$ cat src/rtl/sup_wdt_pkg.sv
package sup_wdt_pkg;

  typedef enum logic [0:0] {
    RG_RUN  = 1'b0,
    RG_HOLD = 1'b1
  } rg_state_e;

  function automatic int cnt_width(input int max_count);
    return (max_count < 2) ? 1 : $clog2(max_count + 1);
  endfunction

endpackage

$ cat src/rtl/sup_wdt_sync.sv
module sup_wdt_sync #(
  parameter int STAGES = 2
) (
  input  logic clk,
  input  logic rst,
  input  logic async_i,
  output logic edge_o
);

  logic [STAGES-1:0] sh_q;
  logic              prev_q;

  always_ff @(posedge clk) begin
    if (rst) begin
      sh_q   <= '0;
      prev_q <= 1'b0;
    end else begin
      sh_q   <= {sh_q[STAGES-2:0], async_i};
      prev_q <= sh_q[STAGES-1];
    end
  end

  assign edge_o = sh_q[STAGES-1] ^ prev_q;

endmodule

$ cat src/rtl/sup_wdt_rstgen.sv
module sup_wdt_rstgen #(
  parameter int SHORT_LEN = 512,
  parameter int LONG_LEN  = 2048
) (
  input  logic clk,
  input  logic rst,
  input  logic tick_i,
  input  logic len_long_i,
  input  logic hold_i,
  input  logic trig_i,
  output logic active_o
);
  import sup_wdt_pkg::*;

  localparam int CW = cnt_width(LONG_LEN);
  localparam logic [CW-1:0] SHORT_LAST = CW'(SHORT_LEN - 1);
  localparam logic [CW-1:0] LONG_LAST  = CW'(LONG_LEN - 1);

  rg_state_e     st_q;
  logic [CW-1:0] cnt_q;
  logic [CW-1:0] last;

  assign last = len_long_i ? LONG_LAST : SHORT_LAST;

  always_ff @(posedge clk) begin
    if (rst) begin
      st_q  <= RG_HOLD;
      cnt_q <= '0;
    end else if (hold_i || trig_i) begin
      st_q  <= RG_HOLD;
      cnt_q <= '0;
    end else if (st_q == RG_HOLD && tick_i) begin
      if (cnt_q >= last) begin
        st_q  <= RG_RUN;
        cnt_q <= '0;
      end else begin
        cnt_q <= cnt_q + 1'b1;
      end
    end
  end

  assign active_o = (st_q == RG_HOLD);

  AST_HOLD_FORCES: assert property (@(posedge clk) disable iff (rst)
    hold_i |=> active_o);
  AST_CNT_BOUND: assert property (@(posedge clk) disable iff (rst)
    cnt_q <= LONG_LAST);
  AST_NO_TICK_STILL: assert property (@(posedge clk) disable iff (rst)
    (!tick_i && !hold_i && !trig_i) |=> $stable(cnt_q));

endmodule

$ cat src/rtl/sup_wdt_dog.sv
module sup_wdt_dog #(
  parameter int EXT_NORM  = 1024,
  parameter int EXT_GRACE = 4096,
  parameter int INT_SHORT = 1024,
  parameter int INT_LONG  = 16384
) (
  input  logic clk,
  input  logic rst,
  input  logic tick_i,
  input  logic mode_ext_i,
  input  logic per_long_i,
  input  logic in_rst_i,
  input  logic pfail_i,
  input  logic kick_i,
  output logic expire_o,
  output logic wdo_n_o
);
  import sup_wdt_pkg::*;

  localparam int MAXP = (INT_LONG > EXT_GRACE) ? INT_LONG : EXT_GRACE;
  localparam int CW   = cnt_width(MAXP);
  localparam logic [CW-1:0] EN_LAST = CW'(EXT_NORM - 1);
  localparam logic [CW-1:0] EG_LAST = CW'(EXT_GRACE - 1);
  localparam logic [CW-1:0] IS_LAST = CW'(INT_SHORT - 1);
  localparam logic [CW-1:0] IL_LAST = CW'(INT_LONG - 1);

  logic [CW-1:0] cnt_q;
  logic [CW-1:0] last;
  logic          grace_q;
  logic          expire_q;
  logic          wdo_q;
  logic          hit;

  always_comb begin
    if (mode_ext_i) last = grace_q ? EG_LAST : EN_LAST;
    else            last = (grace_q || per_long_i) ? IL_LAST : IS_LAST;
  end

  assign hit = !in_rst_i && !pfail_i && !kick_i && tick_i && (cnt_q >= last);

  always_ff @(posedge clk) begin
    if (rst || in_rst_i) grace_q <= 1'b1;
    else if (kick_i)     grace_q <= 1'b0;
  end

  always_ff @(posedge clk) begin
    if (rst || in_rst_i || pfail_i || kick_i) cnt_q <= '0;
    else if (hit)                             cnt_q <= '0;
    else if (tick_i)                          cnt_q <= cnt_q + 1'b1;
  end

  always_ff @(posedge clk) begin
    if (rst) expire_q <= 1'b0;
    else     expire_q <= hit;
  end

  always_ff @(posedge clk) begin
    if (rst)                  wdo_q <= 1'b1;
    else if (pfail_i)         wdo_q <= 1'b1;
    else if (kick_i)          wdo_q <= 1'b1;
    else if (hit)             wdo_q <= 1'b0;
  end

  assign expire_o = expire_q;
  assign wdo_n_o  = wdo_q;

  AST_WDO_PFAIL: assert property (@(posedge clk) disable iff (rst)
    pfail_i |=> wdo_n_o);
  AST_KICK_CLEARS: assert property (@(posedge clk) disable iff (rst)
    kick_i |=> (wdo_n_o && cnt_q == '0));
  AST_HELD_IN_RST: assert property (@(posedge clk) disable iff (rst)
    in_rst_i |=> (cnt_q == '0 && grace_q));
  AST_CNT_BOUND: assert property (@(posedge clk) disable iff (rst)
    cnt_q <= IL_LAST || cnt_q <= EG_LAST);
  AST_WDO_LATCH: assert property (@(posedge clk) disable iff (rst)
    (!wdo_n_o && !kick_i && !pfail_i) |=> !wdo_n_o);

endmodule

$ cat src/rtl/sup_wdt_top.sv
module sup_wdt_top #(
  parameter int SYNC_STAGES = 2,
  parameter int RST_SHORT   = 512,
  parameter int RST_LONG    = 2048,
  parameter int EXT_NORM    = 1024,
  parameter int EXT_GRACE   = 4096,
  parameter int INT_SHORT   = 1024,
  parameter int INT_LONG    = 16384
) (
  input  logic clk,
  input  logic rst,
  input  logic tick_i,
  input  logic mode_ext_i,
  input  logic per_long_i,
  input  logic rst_len_long_i,
  input  logic wdi_i,
  input  logic pfail_i,
  output logic rst_n_o,
  output logic wdo_n_o
);

  logic kick;
  logic expire;
  logic in_rst;

  sup_wdt_sync #(.STAGES(SYNC_STAGES)) u_sync (
    .clk     (clk),
    .rst     (rst),
    .async_i (wdi_i),
    .edge_o  (kick)
  );

  sup_wdt_rstgen #(.SHORT_LEN(RST_SHORT), .LONG_LEN(RST_LONG)) u_rstgen (
    .clk        (clk),
    .rst        (rst),
    .tick_i     (tick_i),
    .len_long_i (rst_len_long_i),
    .hold_i     (pfail_i),
    .trig_i     (expire),
    .active_o   (in_rst)
  );

  sup_wdt_dog #(
    .EXT_NORM  (EXT_NORM),
    .EXT_GRACE (EXT_GRACE),
    .INT_SHORT (INT_SHORT),
    .INT_LONG  (INT_LONG)
  ) u_dog (
    .clk        (clk),
    .rst        (rst),
    .tick_i     (tick_i),
    .mode_ext_i (mode_ext_i),
    .per_long_i (per_long_i),
    .in_rst_i   (in_rst),
    .pfail_i    (pfail_i),
    .kick_i     (kick),
    .expire_o   (expire),
    .wdo_n_o    (wdo_n_o)
  );

  assign rst_n_o = !in_rst;

  AST_EXPIRY_RESETS: assert property (@(posedge clk) disable iff (rst)
    $fell(wdo_n_o) |=> !rst_n_o);
  AST_PFAIL_RESET: assert property (@(posedge clk) disable iff (rst)
    pfail_i |=> !rst_n_o);

endmodule

$ cat config.mk
export PLATFORM = sky130hd
export DESIGN_NAME = sup_wdt_top
export DESIGN_NICKNAME = d
export VERILOG_FILES = /design/src/rtl/sup_wdt_pkg.sv /design/src/rtl/sup_wdt_sync.sv /design/src/rtl/sup_wdt_rstgen.sv /design/src/rtl/sup_wdt_dog.sv /design/src/rtl/sup_wdt_top.sv
export SDC_FILE = /design/constraint.sdc
export NUM_CORES = 1
export LEC_CHECK = 0
export ABC_AREA = 1
export BUFFER_PORTS_ARGS = -buffer_cell sky130_fd_sc_hd__buf_2
export CAP_MARGIN = 10
export CORE_ASPECT_RATIO = 0.7
export CORE_MARGIN = 2
export CORE_UTILIZATION = 60
export DETAILED_ROUTE_END_ITERATION = 10
export HOLD_SLACK_MARGIN = 0.15
export PLACE_DENSITY = 0.87
export SLEW_MARGIN = 0
export SYNTH_ARGS = -nofsm -noshare
export SYNTH_HDL_FRONTEND = slang
export SYNTH_HIERARCHICAL = 1
export SYNTH_SLANG_ARGS = --single-unit
$ cat constraint.sdc
create_clock -name clk -period 1.9 [get_ports clk]
set_input_delay 0.38 -clock clk [delete_from_list [all_inputs] [get_ports clk]]
set_output_delay 0.38 -clock clk [all_outputs]
set_load 0.05 [all_outputs]
== Word level (Yosys, flattened, before mapping) ==
Index checks and enable logic that the tools add are counted.
Word-level totals
  register bits: 34
Cells by class
  add/subtract/negate cells: 2
  order comparisons: 2
  mux-type cells: 5
  bitwise logic cells: 1
  reduce and logical (&&, ||, !) cells: 17
Operators with widths (number)
  $mux 12: 2
  $add 15x1->15 const B: 1
  $ge 15x15->1: 1
  $mux 15: 1
  $mux 14: 1
  $add 12x1->12 const B: 1
  $ge 12x12->1: 1
  $mux 11: 1
  $logic_and 1x1->1: 5
  $logic_or 1x1->1: 5
  $reduce_or 2->1: 2
  $logic_not 1->1: 3
  $reduce_or 3->1: 1
  $reduce_and 2->1: 1
  $xor 1x1->1: 1

== Logic depth before layout (Yosys ltp) ==
  depth after elaboration: 6
  gate-level depth with buffers: 13
  mapped depth without buffers: 12

== Modules after synthesis ==
The synthesis kept the hierarchy.
Modules (own cells, without submodules)
  sup_wdt_dog: instances 1, cells each 157, area each 1091.0 um^2, seq. area each 360.3 um^2
  sup_wdt_rstgen: instances 1, cells each 105, area each 759.5 um^2, seq. area each 260.2 um^2
  sup_wdt_sync: instances 1, cells each 13, area each 97.6 um^2, seq. area each 60.1 um^2
  sup_wdt_top: instances 1, cells each 1, area each 3.8 um^2, seq. area each 0.0 um^2

== Worst setup path before layout ==
No wires, ideal clock.
  kind: in2reg
  start point: in mode_ext_i
  end point: reg u_dog.cnt_q[0]
  setup time: 0.117 ns
  data arrival time: 1.538 ns
  required time: 1.783 ns
  setup slack: 0.246 ns
  cell stages on the path: 13
  path buffers: 1
  path through: inv_1 o21ai_0 ha_1 inv_1 nor2_1 nand2_1 nor2_1 nand2_1 nand3_2 nand2_2 nand2_4 buf_12 nor2_2
On the way
  word-level cells in the longest chain between the ends: 4
Ends and longest elaborated chain
  start: declaration: RTL line sup_wdt_top.sv:13  | input logic mode_ext_i,
  $mux 15: RTL line sup_wdt_dog.sv:35  | if (mode_ext_i) last = grace_q ? EG_LAST : EN_LAST;
  $ge 15x15->1: RTL line sup_wdt_dog.sv:39  | assign hit = !in_rst_i && !pfail_i && !kick_i && tick_i && (cnt_q >= last);
  $logic_and 1x1->1: RTL line sup_wdt_dog.sv:39
  $reduce_or 2->1 (no source line)
  end signal: assignment: RTL line sup_wdt_dog.sv:49  | else if (tick_i) cnt_q <= cnt_q + 1'b1;
  end: declaration: RTL line sup_wdt_dog.sv:27  | logic [CW-1:0] cnt_q;
No other way between the ends.
A chain may end at the register's enable or synchronous reset.

== Worst setup path after layout ==
  start point: reg u_dog.grace_q
  end point: reg u_dog.cnt_q[14]
On the way
  word-level cells in the longest chain between the ends: 6
Ends and longest elaborated chain
  start: declaration: RTL line sup_wdt_dog.sv:29  | logic grace_q;
  start signal: assignment: RTL line sup_wdt_dog.sv:42  | if (rst || in_rst_i) grace_q <= 1'b1;
  start signal: assignment: RTL line sup_wdt_dog.sv:43  | else if (kick_i) grace_q <= 1'b0;
  $logic_or 1x1->1: RTL line sup_wdt_dog.sv:36  | else last = (grace_q || per_long_i) ? IL_LAST : IS_LAST;
  $mux 14: RTL line sup_wdt_dog.sv:36
  $mux 15 *: RTL line sup_wdt_dog.sv:35
  $ge 15x15->1 *: RTL line sup_wdt_dog.sv:39
  $logic_and 1x1->1 *: RTL line sup_wdt_dog.sv:39
  $reduce_or 2->1 (no source line) *
Mark *: on every way between the ends. The rest lies on a longest branch, timed or not.

==> results.md <==
- The run finished with clean final reports.
- The number of buffers created by CTS is 5.
- At the end of routability-driven placement, the weighted congestion stood at 0.8023.
- The net total in the final layout is 305.
- The root buffer cell is sky130_fd_sc_hd__clkbuf_8.
- The first global-routing pass estimated 6210 um of wire.
- In the final timing run, aggregate negative setup slack is 0 ns.
- The count of final hold-check violations is 0.
- Counting the fill cells in the layout gives 254.
- The synthesized design contains 0 enable-type register cells.
- The critical path goes through o21ai_1 -> ha_1 -> inv_1 -> nor2_1 -> nand2_1 -> nor2_1 -> nand2_1 -> nand3_2 -> nand2_2 -> nand2_8 -> nor2_1.
- The worst setup path is captured at a register.
- The number of top-level pins is 10.
- VDD sags by at most 0.4544 mV.
- Counting every instance in the synthesized netlist gives 276.
- The startpoint type of the worst setup path is a register.
- The hold slack is 0.3024 ns.
- Post-CTS timing repair inserted 0 buffers for setup.
- Entering global routing, the biggest net connects 16 pins.
- The tool flagged a number of max-cap violations equal to 0.
- The fraction of registers with async set or reset after synthesis is 0.
- The cell area that synthesis handed to floorplanning was 1952 um^2.
- The number of port buffers is 9.
- The final critical-path share of the clock period is 0.8972.
- The post-placement worst setup slack is -0.05533 ns.
- Relative to the synthesized area, the layout overhead comes to 7.564%.
- The flop and latch count out of synthesis is 34.
- The estimated wirelength of the detail-placed design is 2625 um.
- On the final layout, the worst clock skew is 0.006171 ns.
- Along the worst path, the maximum fanout reaches 15.
- Headroom to the max-slew limit came out at 0.7281.
- The final count of pins violating max slew is 0.
- The endpoint required time on the critical path is 2.07 ns.
- The number of clock sinks is 34.
- The total track usage is 0.2176.
- The total of endpoints with negative setup slack in the final report is 0.
- Once the clock tree was built, the resizer swapped 0 gates to a different size.
- The timing-limited maximum frequency is 586.6 MHz.
- The number of buffers inserted for hold repair after clock tree synthesis is 0.
- The cell with the largest stage delay on the worst path is sky130_fd_sc_hd__dfxtp_1.
- The critical path data arrival time is 1.87 ns.
- Once layout is complete, the utilization of the core stands at 0.6715.
- The DRC marker count from the first detailed-route iteration is 98.
- The pre-antenna-repair detailed-routing pass consisted of 4 iterations.
- The total power density per cell area is 624.0 nW/um^2.
- For this configuration, the core starts out at a cell density of 0.6242.
- The static leakage power is 0.8858 nW.
- After detailed routing, the average wire length per cell comes to 10.60 um.
- The H-tree was split into 2 levels.
- The core region area is 3127 um^2.
- The count of cell types in the netlist is 22.
- The number of global-route vias before repair is 1443.
- The count of synthesis-stage warnings from yosys is 6.
- The die span in x is 72.17 um.
- By area the synthesized netlist is led by sky130_fd_sc_hd__dfxtp_1, sky130_fd_sc_hd__nand2_1, sky130_fd_sc_hd__inv_1, sky130_fd_sc_hd__nor2_2, sky130_fd_sc_hd__nor2_1.
- Yosys instantiated no cell more often than sky130_fd_sc_hd__nand2_1.
- The total length of routed wires is 3476 um.
- The reg-to-reg setup timing slack is 0.20 ns.
- The average vias per placed instance is 4.857.
- The fraction of layout instances using a drive strength above 1 is 0.1897.
- For the pin with the worst max-slew slack, the measured transition is 0.4048 ns.
- Of the post-synthesis cell area, the dominant cell type holds 0.3487.
- The later pin in the worst-skew pair is clocked with a latency of 0.28 ns.
- By instance count, the cell type seen most on the critical path is sky130_fd_sc_hd__nor2_1.
- Setup repair after global routing left no endpoint under its margin.
- Setup slack closes at 0.1952 ns.
- After synthesis, the most frequently instantiated cells are sky130_fd_sc_hd__nand2_1, sky130_fd_sc_hd__inv_1, sky130_fd_sc_hd__nor2_1.
- The post-route DRC violation count is 0.
- The kind of path behind the tightest hold check is input port to register.
- The register area share after synthesis is 0.3487.
- The leading register cell type out of synthesis is sky130_fd_sc_hd__dfxtp_1.
- The worst stage delay on the critical path is 0.37 ns.
- The TritonCTS clock tree is yes.
- The number of antenna violations at the first check in global routing came to 0.
- The number of inserted diodes is 0.
- After clock tree synthesis, the clock-pin slew on the worst setup and hold paths is 0.07 ns.
- In this run the deepest clock path goes through 2 buffers.
- The worst setup path is of the register to register kind.
- The cell type contributing the most total cell area after synthesis is sky130_fd_sc_hd__dfxtp_1.
- The mean area per synthesized cell is 7.072 um^2.
- The total die area is 3733 um^2.
- For this run the aggregate overflow at the end of global routing stands at 0.
- The die extent in y is 51.72 um.
- The number of rows created at floorplan is 17.
- The via count is 1593.
- Synthesis produced a netlist with a net count of 292.
- The minimum period implied by the final worst setup slack is 1.705 ns.
- The number of nets with antenna violations after detailed routing is 0.
final cells by class:
| cell class | instances | area [um^2] | share of cell area |
|---|---|---|---|
| clock inverter | 1 | 5.005 | 0.002384 |
| multi-input combinational | 197 | 1077 | 0.5131 |
| timing repair buffer | 9 | 45.04 | 0.02145 |
| inverter | 42 | 157.7 | 0.07509 |
| tap | 38 | 47.55 | 0.02265 |
| sequential | 34 | 680.7 | 0.3242 |
| clock buffer | 7 | 86.33 | 0.04112 |
cell usage in the layout, fill, tap and decap left out, types with 3 or more instances in the layout:
master and count:
sky130_fd_sc_hd__nor3_1 5, sky130_fd_sc_hd__xor2_1 15, sky130_fd_sc_hd__nand2_2 7, sky130_fd_sc_hd__clkbuf_8 6, sky130_fd_sc_hd__ha_1 8, sky130_fd_sc_hd__nand2_1 68
sky130_fd_sc_hd__nand4_1 4, sky130_fd_sc_hd__dfxtp_1 34, sky130_fd_sc_hd__nor2_1 36, sky130_fd_sc_hd__nor2_2 22, sky130_fd_sc_hd__nor2_4 4, sky130_fd_sc_hd__buf_2 9
sky130_fd_sc_hd__nand3_1 18, sky130_fd_sc_hd__inv_1 39, sky130_fd_sc_hd__inv_2 3
cells by family (layout without fill, tap and decap cells):
kind of cell             Yosys count  after routing  synth area share
buffers and inverters             45             59            0.1038
flip-flops                        34             34            0.3487
AND/OR/NAND/NOR                  167            167            0.4045
multiplexers                       1              1          0.005128
adder cells (fa/ha/maj)            8              8           0.05128
XOR/XNOR                          16             16           0.07180
AO/OA/AOI/OAI                      5              5           0.01474
registers in the layout, summed over array words and instances (netlist names):
signal,count
u_rstgen/cnt_q,12
u_dog/cnt_q,15
u_dog/wdo_n_o,1
u_dog/grace_q,1
u_sync/prev_q,1
u_dog/expire_o,1
u_sync/sh_q,2
u_rstgen/active_o,1
routing by layer:
layer | GRT usage | vias to the layer above | wire (um)
met4 | 0.07547 | 0 | 27
li1 | - | 864 | -
met2 | 0.3257 | 34 | 1427
met1 | 0.3028 | 693 | 1859
met5 | 0 | - | 0
met3 | 0.05814 | 2 | 162
path summary, 6_finish.rpt:
| check | endpoint | startpoint | cells past startpoint |
|---|---|---|---|
| max reg2reg | u_dog/cnt_q[14] | u_dog/grace_q | 11 |
| min reg2reg | u_sync/sh_q[1] | u_sync/sh_q[0] | 2 |
| max | u_dog/cnt_q[14] | u_dog/grace_q | 11 |
| min | u_sync/sh_q[0] | wdi_i | 3 |
critical path: cells and delay by family, from the launching register on:
family	cells	cell delay [ns]
adder cells (fa/ha/maj)	1	0.34
buffers and inverters	1	0.05
AO/OA/AOI/OAI	1	0.12
flip-flops	1	0.37
AND/OR/NAND/NOR	8	0.70
power by group:
part	internal (W)	switching, W
clock network	0.000292	0.000250
registers	0.000717	0.00000243
logic	0.0000169	0.0000319
metrics by stage:
| step | total power [W] | cell area [um^2] | std cells |
|---|---|---|---|
| 2_1_floorplan | 0.0007716 | 1952 | 276 |
| 3_3_place_gp | 0.0007813 | 1999 | 320 |
| 3_5_place_dp | 0.0007829 | 1999 | 320 |
| 4_1_cts | 0.001325 | 2091 | 328 |
| 5_1_grt | 0.001360 | 2100 | 328 |
| 6_report | 0.001310 | 2100 | 328 |
Note: power is estimated with default switching activity, not from simulation.
